===== config.mk =====
export PLATFORM = sky130hd
export DESIGN_NAME = beacon_tsf_timer
export DESIGN_NICKNAME = d
export VERILOG_FILES = /design/src/rtl/bt_pkg.sv /design/src/rtl/bt_cfg_regs.sv /design/src/rtl/bt_tick_div.sv /design/src/rtl/bt_beacon_ctr.sv /design/src/rtl/beacon_tsf_timer.sv
export SDC_FILE = /design/constraint.sdc
export NUM_CORES = 1
export LEC_CHECK = 0
export BUFFER_PORTS_ARGS = -buffer_cell sky130_fd_sc_hd__buf_2
export CAP_MARGIN = 30
export CORE_UTILIZATION = 58
export DETAILED_ROUTE_END_ITERATION = 8
export GPL_ROUTABILITY_DRIVEN = 0
export PLACE_DENSITY = 0.82
export SLEW_MARGIN = 20
export SYNTH_ARGS = -nofsm -noshare
export SYNTH_HDL_FRONTEND = slang
export SYNTH_SLANG_ARGS = --single-unit

===== constraint.sdc =====
create_clock -name clk -period 4.2 [get_ports clk]
set_input_delay 0.84 -clock clk [delete_from_list [all_inputs] [get_ports clk]]
set_output_delay 0.84 -clock clk [all_outputs]
set_load 0.03 [all_outputs]

===== src/rtl/bt_pkg.sv =====
package bt_pkg;
    localparam int REG_AW = 2;
    localparam int REG_DW = 32;
    localparam int PRE_W  = 8;
    localparam int SPAN_W = 16;
    localparam int TSF_W  = 64;
    localparam int EV_W   = 3;
    localparam int NSTAGE = 2;

    localparam int CTL_TSF  = 0;
    localparam int CTL_BCN  = 1;
    localparam int CTL_ATIM = 2;

    typedef enum logic [REG_AW-1:0] {
        RA_TIMEBASE = 2'd0,
        RA_CONTROL  = 2'd1,
        RA_SPAN     = 2'd2,
        RA_PRELOAD  = 2'd3
    } reg_addr_e;

    typedef struct packed {
        logic [PRE_W-1:0]  clk_per_us;
        logic [PRE_W-1:0]  us_per_slot;
        logic              tsf_run;
        logic              bcn_run;
        logic              atim_en;
        logic [SPAN_W-1:0] interval;
        logic [SPAN_W-1:0] window;
        logic [SPAN_W-1:0] preload;
    } cfg_t;

    function automatic logic [PRE_W-1:0] last_count(input logic [PRE_W-1:0] period);
        return (period == '0) ? '0 : period - 1'b1;
    endfunction
endpackage


===== src/rtl/bt_cfg_regs.sv =====
module bt_cfg_regs import bt_pkg::*; #(
    parameter int DEF_CLK_PER_US  = 100,
    parameter int DEF_US_PER_SLOT = 64,
    parameter int DEF_INTERVAL    = 1600
) (
    input  logic              clk,
    input  logic              rst,
    input  logic              wr_en,
    input  logic [REG_AW-1:0] wr_addr,
    input  logic [REG_DW-1:0] wr_data,
    output cfg_t              cfg,
    output logic              preload_wr
);
    always_ff @(posedge clk) begin
        if (rst) begin
            cfg.clk_per_us  <= PRE_W'(DEF_CLK_PER_US);
            cfg.us_per_slot <= PRE_W'(DEF_US_PER_SLOT);
            cfg.tsf_run     <= 1'b0;
            cfg.bcn_run     <= 1'b0;
            cfg.atim_en     <= 1'b0;
            cfg.interval    <= SPAN_W'(DEF_INTERVAL);
            cfg.window      <= '0;
            cfg.preload     <= '0;
            preload_wr      <= 1'b0;
        end else begin
            preload_wr <= 1'b0;
            if (wr_en) begin
                case (reg_addr_e'(wr_addr))
                    RA_TIMEBASE: begin
                        cfg.clk_per_us  <= wr_data[PRE_W-1:0];
                        cfg.us_per_slot <= wr_data[2*PRE_W-1:PRE_W];
                    end
                    RA_CONTROL: begin
                        cfg.tsf_run <= wr_data[CTL_TSF];
                        cfg.bcn_run <= wr_data[CTL_BCN];
                        cfg.atim_en <= wr_data[CTL_ATIM];
                    end
                    RA_SPAN: begin
                        cfg.interval <= wr_data[SPAN_W-1:0];
                        cfg.window   <= wr_data[2*SPAN_W-1:SPAN_W];
                    end
                    RA_PRELOAD: begin
                        cfg.preload <= wr_data[SPAN_W-1:0];
                        preload_wr  <= 1'b1;
                    end
                    default: ;
                endcase
            end
        end
    end
endmodule


===== src/rtl/bt_tick_div.sv =====
module bt_tick_div import bt_pkg::*; (
    input  logic             clk,
    input  logic             rst,
    input  logic             run,
    input  logic             in_tick,
    input  logic [PRE_W-1:0] period,
    output logic             out_tick
);
    logic [PRE_W-1:0] cnt;

    assign out_tick = run && in_tick && (cnt == last_count(period));

    always_ff @(posedge clk) begin
        if (rst || !run) begin
            cnt <= '0;
        end else if (in_tick) begin
            cnt <= out_tick ? '0 : cnt + 1'b1;
        end
    end
endmodule


===== src/rtl/bt_beacon_ctr.sv =====
module bt_beacon_ctr import bt_pkg::*; (
    input  logic              clk,
    input  logic              rst,
    input  logic              run,
    input  logic              atim_en,
    input  logic              slot_tick,
    input  logic              preload_wr,
    input  logic [SPAN_W-1:0] preload,
    input  logic [SPAN_W-1:0] interval,
    input  logic [SPAN_W-1:0] window,
    output logic              bcn_exp,
    output logic              atim_open,
    output logic              atim_done
);
    localparam logic [SPAN_W-1:0] ONE = SPAN_W'(1);

    logic [SPAN_W-1:0] bcnt;
    logic [SPAN_W-1:0] acnt;
    logic              pend;
    logic              load;
    logic              hit;

    assign load      = pend || preload_wr;
    assign hit       = run && slot_tick && !load && (bcnt <= ONE);
    assign atim_open = (acnt != '0);

    always_ff @(posedge clk) begin
        if (rst) begin
            bcnt    <= '0;
            pend    <= 1'b0;
            bcn_exp <= 1'b0;
        end else begin
            bcn_exp <= hit;
            if (!run) begin
                bcnt <= preload;
                pend <= 1'b0;
            end else if (slot_tick) begin
                pend <= 1'b0;
                if (load)     bcnt <= preload;
                else if (hit) bcnt <= interval;
                else          bcnt <= bcnt - 1'b1;
            end else if (preload_wr) begin
                pend <= 1'b1;
            end
        end
    end

    always_ff @(posedge clk) begin
        if (rst || !atim_en) begin
            acnt      <= '0;
            atim_done <= 1'b0;
        end else begin
            atim_done <= slot_tick && !hit && (acnt == ONE);
            if (hit)                          acnt <= window;
            else if (slot_tick && acnt != '0) acnt <= acnt - 1'b1;
        end
    end
endmodule


===== src/rtl/beacon_tsf_timer.sv =====
module beacon_tsf_timer import bt_pkg::*; #(
    parameter int DEF_CLK_PER_US  = 100,
    parameter int DEF_US_PER_SLOT = 64,
    parameter int DEF_INTERVAL    = 1600
) (
    input  logic              clk,
    input  logic              rst,
    input  logic              wr_en,
    input  logic [REG_AW-1:0] wr_addr,
    input  logic [REG_DW-1:0] wr_data,
    output logic [TSF_W/2-1:0] tsf_lo,
    output logic [TSF_W/2-1:0] tsf_hi,
    output logic              bcn_exp,
    output logic              atim_open,
    output logic [EV_W-1:0]   evt
);
    cfg_t               cfg_q;
    logic               preload_wr;
    logic               pre_run;
    logic [NSTAGE:0]    chain;
    logic [NSTAGE-1:0][PRE_W-1:0] periods;
    logic [TSF_W-1:0]   tsf;
    logic               atim_done;

    bt_cfg_regs #(
        .DEF_CLK_PER_US (DEF_CLK_PER_US),
        .DEF_US_PER_SLOT(DEF_US_PER_SLOT),
        .DEF_INTERVAL   (DEF_INTERVAL)
    ) u_regs (
        .clk       (clk),
        .rst       (rst),
        .wr_en     (wr_en),
        .wr_addr   (wr_addr),
        .wr_data   (wr_data),
        .cfg       (cfg_q),
        .preload_wr(preload_wr)
    );

    assign pre_run  = cfg_q.tsf_run || cfg_q.bcn_run;
    assign periods  = {cfg_q.us_per_slot, cfg_q.clk_per_us};
    assign chain[0] = 1'b1;

    for (genvar s = 0; s < NSTAGE; s++) begin : g_stage
        bt_tick_div u_div (
            .clk     (clk),
            .rst     (rst),
            .run     (pre_run),
            .in_tick (chain[s]),
            .period  (periods[s]),
            .out_tick(chain[s+1])
        );
    end

    always_ff @(posedge clk) begin
        if (rst)                          tsf <= '0;
        else if (cfg_q.tsf_run && chain[1]) tsf <= tsf + 1'b1;
    end

    bt_beacon_ctr u_bcn (
        .clk       (clk),
        .rst       (rst),
        .run       (cfg_q.bcn_run),
        .atim_en   (cfg_q.atim_en),
        .slot_tick (chain[NSTAGE]),
        .preload_wr(preload_wr),
        .preload   (cfg_q.preload),
        .interval  (cfg_q.interval),
        .window    (cfg_q.window),
        .bcn_exp   (bcn_exp),
        .atim_open (atim_open),
        .atim_done (atim_done)
    );

    assign tsf_lo = tsf[TSF_W/2-1:0];
    assign tsf_hi = tsf[TSF_W-1:TSF_W/2];
    assign evt    = {atim_done, 1'b0, bcn_exp};
endmodule


## Word-level counts from Yosys, hierarchy flattened

Index checks and enable logic that the tools add are counted.

- Equal/unequal tests: 7
- Reduce and logical (&&, ||, !) cells: 30
- Order comparisons: 1
- Multiply operators: 0
- Shift operators: 0
- Divide/modulo/power cells: 0
- $add $sub $neg: 7
- Mux-type cells: 10
- Bitwise gates (word level): 2

Operator list:

| operator | count |
|---|---|
| 16-bit two-way mux | 6 |
| 64-bit by 1-bit adder with 64-bit output, second input constant | 1 |
| 16-bit by 1-bit subtractor with 16-bit output, second input constant | 2 |
| 8-bit two-way mux | 3 |
| 8-bit by 1-bit adder with 8-bit output, second input constant | 2 |
| 16-bit by 1-bit == test with 1-bit output, second input constant | 1 |
| 8-bit == test | 2 |
| 16-bit by 1-bit less-or-equal comparator with 1-bit output, second input constant | 1 |
| 8-bit logical NOT | 2 |
| 16-bit nonzero test | 1 |
| 8-bit by 1-bit subtractor with 8-bit output, second input constant | 2 |
| 1-bit logical AND | 10 |
| 2-bit AND reduction | 4 |
| 2-bit == test, second input constant | 2 |
| 1-bit logical NOT | 4 |
| 1-bit logical OR | 4 |
| 2-bit OR reduction | 2 |
| 3-bit OR reduction | 1 |
| 2-bit by 1-bit == test with 1-bit output, second input constant | 1 |
| 2-bit logical NOT | 1 |
| 2-bit by 1-bit != test with 1-bit output, second input constant | 1 |
| 1-bit inverter | 2 |
| 2-bit nonzero test | 1 |
| 1-bit two-way mux | 1 |

- ROM bits: 0
- Output and inout port bits: 69
- Bits in writable memories: 0
- Input bits: 37
- Logic and storage cells: 74
- Latch bits: 0
- Memories: 0
- Register bits: 183

## Depth between registers and ports, before layout

- Depth in word-level cells: 13
- Depth in mapped cells: 13
- Gate-level depth less buffers: 11

## Cells and area by module

Synthesis repeated with hierarchy kept, for this count alone.

- Cell total of the unflattened synthesis: 1091
- Area total of the unflattened synthesis: 9594.2 um^2

Modules (own cells, without submodules):

| module | instances | seq. area each (um^2) | area an instance (um^2) | cells each |
|---|---|---|---|---|
| beacon_tsf_timer | 1 | 1281.2 | 3184.3 | 375 |
| bt_cfg_regs | 1 | 1361.3 | 2805.2 | 266 |
| bt_beacon_ctr | 1 | 700.7 | 2178.3 | 278 |
| bt_tick_div | 2 | 160.2 | 713.2 | 86 |

## Worst setup path before layout

OpenSTA, ideal clock, no wires.

- Path type: flip-flop to flip-flop
- Start point: register u_regs.cfg[59] (netlist name)
- End point: register tsf[44]
- Setup time: 70 ps
- Cell stages (with the launch flop): 13
- Arrival time: 3416 ps
- Period minus slack after synthesis: 3486 ps
- Buffers on the path: 1
- Data required time: 4130 ps
- Setup slack: 714 ps
- Path through: dfxtp_1 -> inv_1 -> ha_1 -> or3b_2 -> nor4_1 -> o21a_1 -> o22ai_1 -> a2111oi_4 -> nand4_2 -> or3_1 -> buf_2 -> or4_1 -> a21oi_1

- Longest elaborated chain between the ends: 5
- Elaborated cells between the ends (all ways): 6
- Those cells by class: 1 x add/sub; 1 x eq/ne; 1 x mux; 3 x reduce/logical

RTL lines:

| what | RTL line | text |
|---|---|---|
| from (decl) | bt_cfg_regs.sv:11 | `output cfg_t cfg,` |
| 8-bit by 1-bit subtractor with 8-bit output / 8-bit logical NOT (equally long branches) | bt_pkg.sv:33 | `return (period == '0) ? '0 : period - 1'b1;` |
| 8-bit two-way mux (*) | bt_pkg.sv:33 |  |
| 8-bit == test (*) | bt_tick_div.sv:11 | `assign out_tick = run && in_tick && (cnt == last_count(period));` |
| 1-bit logical AND (*) | bt_tick_div.sv:11 |  |
| 1-bit logical AND (*) | beacon_tsf_timer.sv:56 | `else if (cfg_q.tsf_run && chain[1]) tsf <= tsf + 1'b1;` |
| to (signal assigned) | beacon_tsf_timer.sv:56 |  |
| to (decl) | beacon_tsf_timer.sv:22 | `logic [TSF_W-1:0] tsf;` |

Mark *: on every way between the ends. The rest lies on a longest branch, timed or not.
A chain may end at the register's enable or synchronous reset.

## Worst setup path in the final report

- Start point: register u_regs.cfg[59] (netlist name)
- End point: register tsf[61]

Same word-level chain as after synthesis.

==> summary.md <==
| Metric | Value |
|---|---|
| Die span in x | `between 100 and 150 µm` |
| Post-DP HPWL | `roughly 13 mm` |
| Dominant synthesized flop cell | `dfxtp_1` |
| Htree depth | `4` |
| Worst path top cell family by delay | `simple AND/OR/NAND/NOR gates` |
| Setup-failing EPs final | `0` |
| Fin util | `0.686` |
| Clock Latency Late Sink | `between 0.4 and 0.5 ns` |
| Worst setup EP type | `flop` |
| Core Area | `approximately 0.015 mm²` |
| Synth Area in XOR/XNOR | `0.102` |
| CTS tree | `done` |
| CP startpoint kind | `flop` |
| Final net count | `~1200` |
| DIE AREA | `approximately 0.016 mm²` |
| Complex-gate fraction of the synthesized area | `0.121` |
| Commonest non-fill, non-tap cell in the layout | `nand2_1` |
| R2R setup slack | `between 0.4 and 0.5 ns` |
| Antenna violations before repair | `0` |
| Slew Viols, Final | `0` |
| Ports | `between 100 and 150` |
| Maximum vdd drop | `approximately 0.32 mV` |
| GRT overflow | `0` |
| Total clock sinks | `approximately 180` |
| Post_cts resized | `0` |
| Drt initial violations | `about 610` |
| Endpoints failing hold | `0` |
| Pwr Total | `between 3 and 4 mW` |
| Pin count of the biggest net entering global routing | `64` |
| Initial Util | `0.598` |
| First-pass GRT wire length | `between 30 and 40 mm` |
| Slowest-stage cell, CP | `or3b_2` |
| Yosys cell types | `a little under 60` |
| Adder-cell share of the synthesized area | `0.0129` |
| Least-Margin Pin Slew | `0.781 ns` |
| Placed insts | `roughly 1300` |
| Row cnt | `44` |
| Synth Instances | `1094` |
| Critical Path Fanout Max | `16` |
| Maximum capacitance violations | `0` |
| Fraction of registers with async set/reset | `0` |
| Area Overhead vs Synth | `14.6%` |
| Total global routing track utilization | `0.262` |
| Skew final | `around 0.010 ns` |
| Crit-path max cell delay | `about 0.5 ns` |
| CTS root buffer | `clkbuf_16` |
| Met1 Usage GRT | `0.345` |
| Critical path class | `flop to flop` |
| Setup WS post-layout | `between 0.4 and 0.5 ns` |
| Worst min path class | `flop to flop` |
| CP required | `4.57 ns` |
| Final WL | `roughly 20 mm` |
| Vias in the first global route | `~7000` |
| # DRC | `0` |
| TritonCTS buffer count | `17` |
| Pre-Repair DR Iteration Count | `5` |
| Place WS | `between 0.5 and 0.6 ns` |
| Multiplexer share of the synthesized area | `0.0115` |
| Met2 Resource Use GR | `0.432` |
| Layout cell share with drive strength beyond 1 | `0.142` |
| Met3 Use GR | `0.0447` |
| CTS Hold Bufs | `0` |
| CP cell instances | `inv_1 > ha_1 > or3b_2 > nor4_1 > o21a_1 > o22ai_1 > a2111oi_4 > buf_4 > and4_1 > nand2_1 > or3_1 > a21oi_1` |
| Antenna diodes | `0` |
| Cell area after synthesis | `around 0.0087 mm²` |
| Synth Register Bits | `between 150 and 200` |
| Antenna viol nets, final | `0` |
| Fmax | `around 270 MHz` |
| Max-slew headroom | `0.478` |
| Via Count | `between 7000 and 8000` |
| Most frequent cells in the layout | `nand2_1 (199), dfxtp_1 (183), nor2_1 (115)` |
| Avg Cell Area, Syn | `~8 µm²` |
| Leak | `just under 4 nW` |
| RSZ-0062 raised after global routing | `no` |
| Status | `finished, final reports clean` |
| Vias per cell | `5.76` |
| Post-Layout Cell Count | `roughly 1400` |
| Sequential fraction of the synthesis area | `0.420` |
| Clock buffer depth | `2` |
| Final min period | `approximately 3.7 ns` |
| Data arrival time of the worst path | `slightly above 4 ns` |
| Ys Warns | `0` |
| Post-synth net total | `about 1100` |
| Port Buffers | `between 100 and 150` |
| Power per cell area | `about 390 mW/mm²` |
| Clock slew at reported path FFs | `about 0.07 ns` |
| Post-synth EDFFs | `0` |
| Chip height | `about 120 µm` |
| Count of buffer and inverter cells on the critical path | `2` |
| Fin crit share | `0.883` |
| Top Usage Layer GRT | `met2` |
| WL per Instance | `around 15 µm` |
| Synth Area in Simple Gates | `0.290` |
| Main combinational cell family by area after synthesis | `simple AND/OR/NAND/NOR gates` |
| Setup Buffers After CTS | `0` |
| Final setup TNS | `0 ns` |
layout make-up:
type	count	area (µm²)
clock buffer	19	453
clock inverter	13	215
fill	1184	4590
inverter	23	86.3
multi-input combinational	819	4700
sequential	183	3660
tap	184	230
timing repair buffer	120	656
synthesized netlist by cell type (4+ instances only):
cell | count | area, µm²
and3_1 | 18 | 113
o21ai_0 | 24 | 120
mux2i_1 | 10 | 100
and4_1 | 7 | 61.3
a31oi_1 | 4 | 25.0
nand2_1 | 199 | 747
nand3b_1 | 10 | 75.1
or3_1 | 19 | 119
xor2_1 | 43 | 377
nor3b_1 | 7 | 52.6
a311oi_1 | 16 | 140
a21oi_1 | 91 | 455
nand2b_1 | 5 | 31.3
nor2_1 | 116 | 435
nor3_1 | 26 | 130
nand4_1 | 24 | 150
or4_1 | 7 | 52.6
or2_2 | 6 | 37.5
ha_1 | 9 | 113
nor4_1 | 26 | 163
clkbuf_1 | 62 | 233
o211ai_1 | 15 | 113
o31ai_1 | 5 | 37.5
dfxtp_1 | 183 | 3660
nand3_1 | 34 | 170
and2_1 | 7 | 43.8
inv_1 | 23 | 86.3
xnor2_1 | 59 | 517
per-stage QoR:
step / area, µm² / hold slack (ns)
2_1_floorplan: 8730 / 0.432
3_3_place_gp: 9320 / 0.442
4_1_cts: 10000 / 0.453
5_1_grt: 10000 / 0.469
3_5_place_dp: 9340 / 0.447
6_report: 10000 / 0.454
power breakdown:
group / switching [mW] / internal [mW] / total, mW / leakage (nW)
sequential: 0.0306 / 1.77 / 1.80 / 1.48
combinational: 0.165 / 0.112 / 0.277 / 2.08
clock: 0.702 / 1.10 / 1.80 / 0.325
metal layers:
| metal | wire [µm] | share of wire | up-vias |
|---|---|---|---|
| met5 | 0 | 0 | - |
| met4 | 350 | 0.017 | 0 |
| met3 | 1060 | 0.053 | 26 |
| met2 | 9450 | 0.47 | 213 |
| met1 | 9210 | 0.46 | 3695 |
| li1 | - | - | 3910 |
worst reg2reg max path: cells and delay by family, from the launching register on:
| family | cells | cell delay, ns |
|---|---|---|
| AO/OA/AOI/OAI | 4 | 0.88 |
| buffers and inverters | 2 | 0.37 |
| flip-flops | 1 | 0.32 |
| adder cells (fa/ha/maj) | 1 | 0.22 |
| AND/OR/NAND/NOR | 5 | 1.84 |
cells by family after synthesis:
logic type               after synthesis
XOR/XNOR                             102
multiplexers                          10
flip-flops                           183
adder cells (fa/ha/maj)                9
buffers and inverters                 92
other                                  1
AND/OR/NAND/NOR                      525
AO/OA/AOI/OAI                        172
state kept, by name, indices dropped and copies added, names as in the netlist:
signal             cells
u_regs.cfg            67
tsf                   64
g_stage.u_div.cnt     16
u_bcn.acnt            16
u_bcn.bcnt            16
u_bcn.atim_done        1
u_bcn.bcn_exp          1
u_bcn.pend             1
u_regs.preload_wr      1
path summary, 6_finish.rpt:
path,from,to,cells after the start
worst max-delay path,u_regs.cfg[59]$_SDFFE_PP0P_,tsf[61]$_SDFFE_PP0P_,12
worst min-delay path,u_regs.cfg[26]$_SDFFE_PP0P_,u_regs.cfg[26]$_SDFFE_PP0P_,2
worst max register to register,u_regs.cfg[59]$_SDFFE_PP0P_,tsf[61]$_SDFFE_PP0P_,12
worst min register to register,u_regs.cfg[26]$_SDFFE_PP0P_,u_regs.cfg[26]$_SDFFE_PP0P_,2
Power figures use the tool's default switching activity.
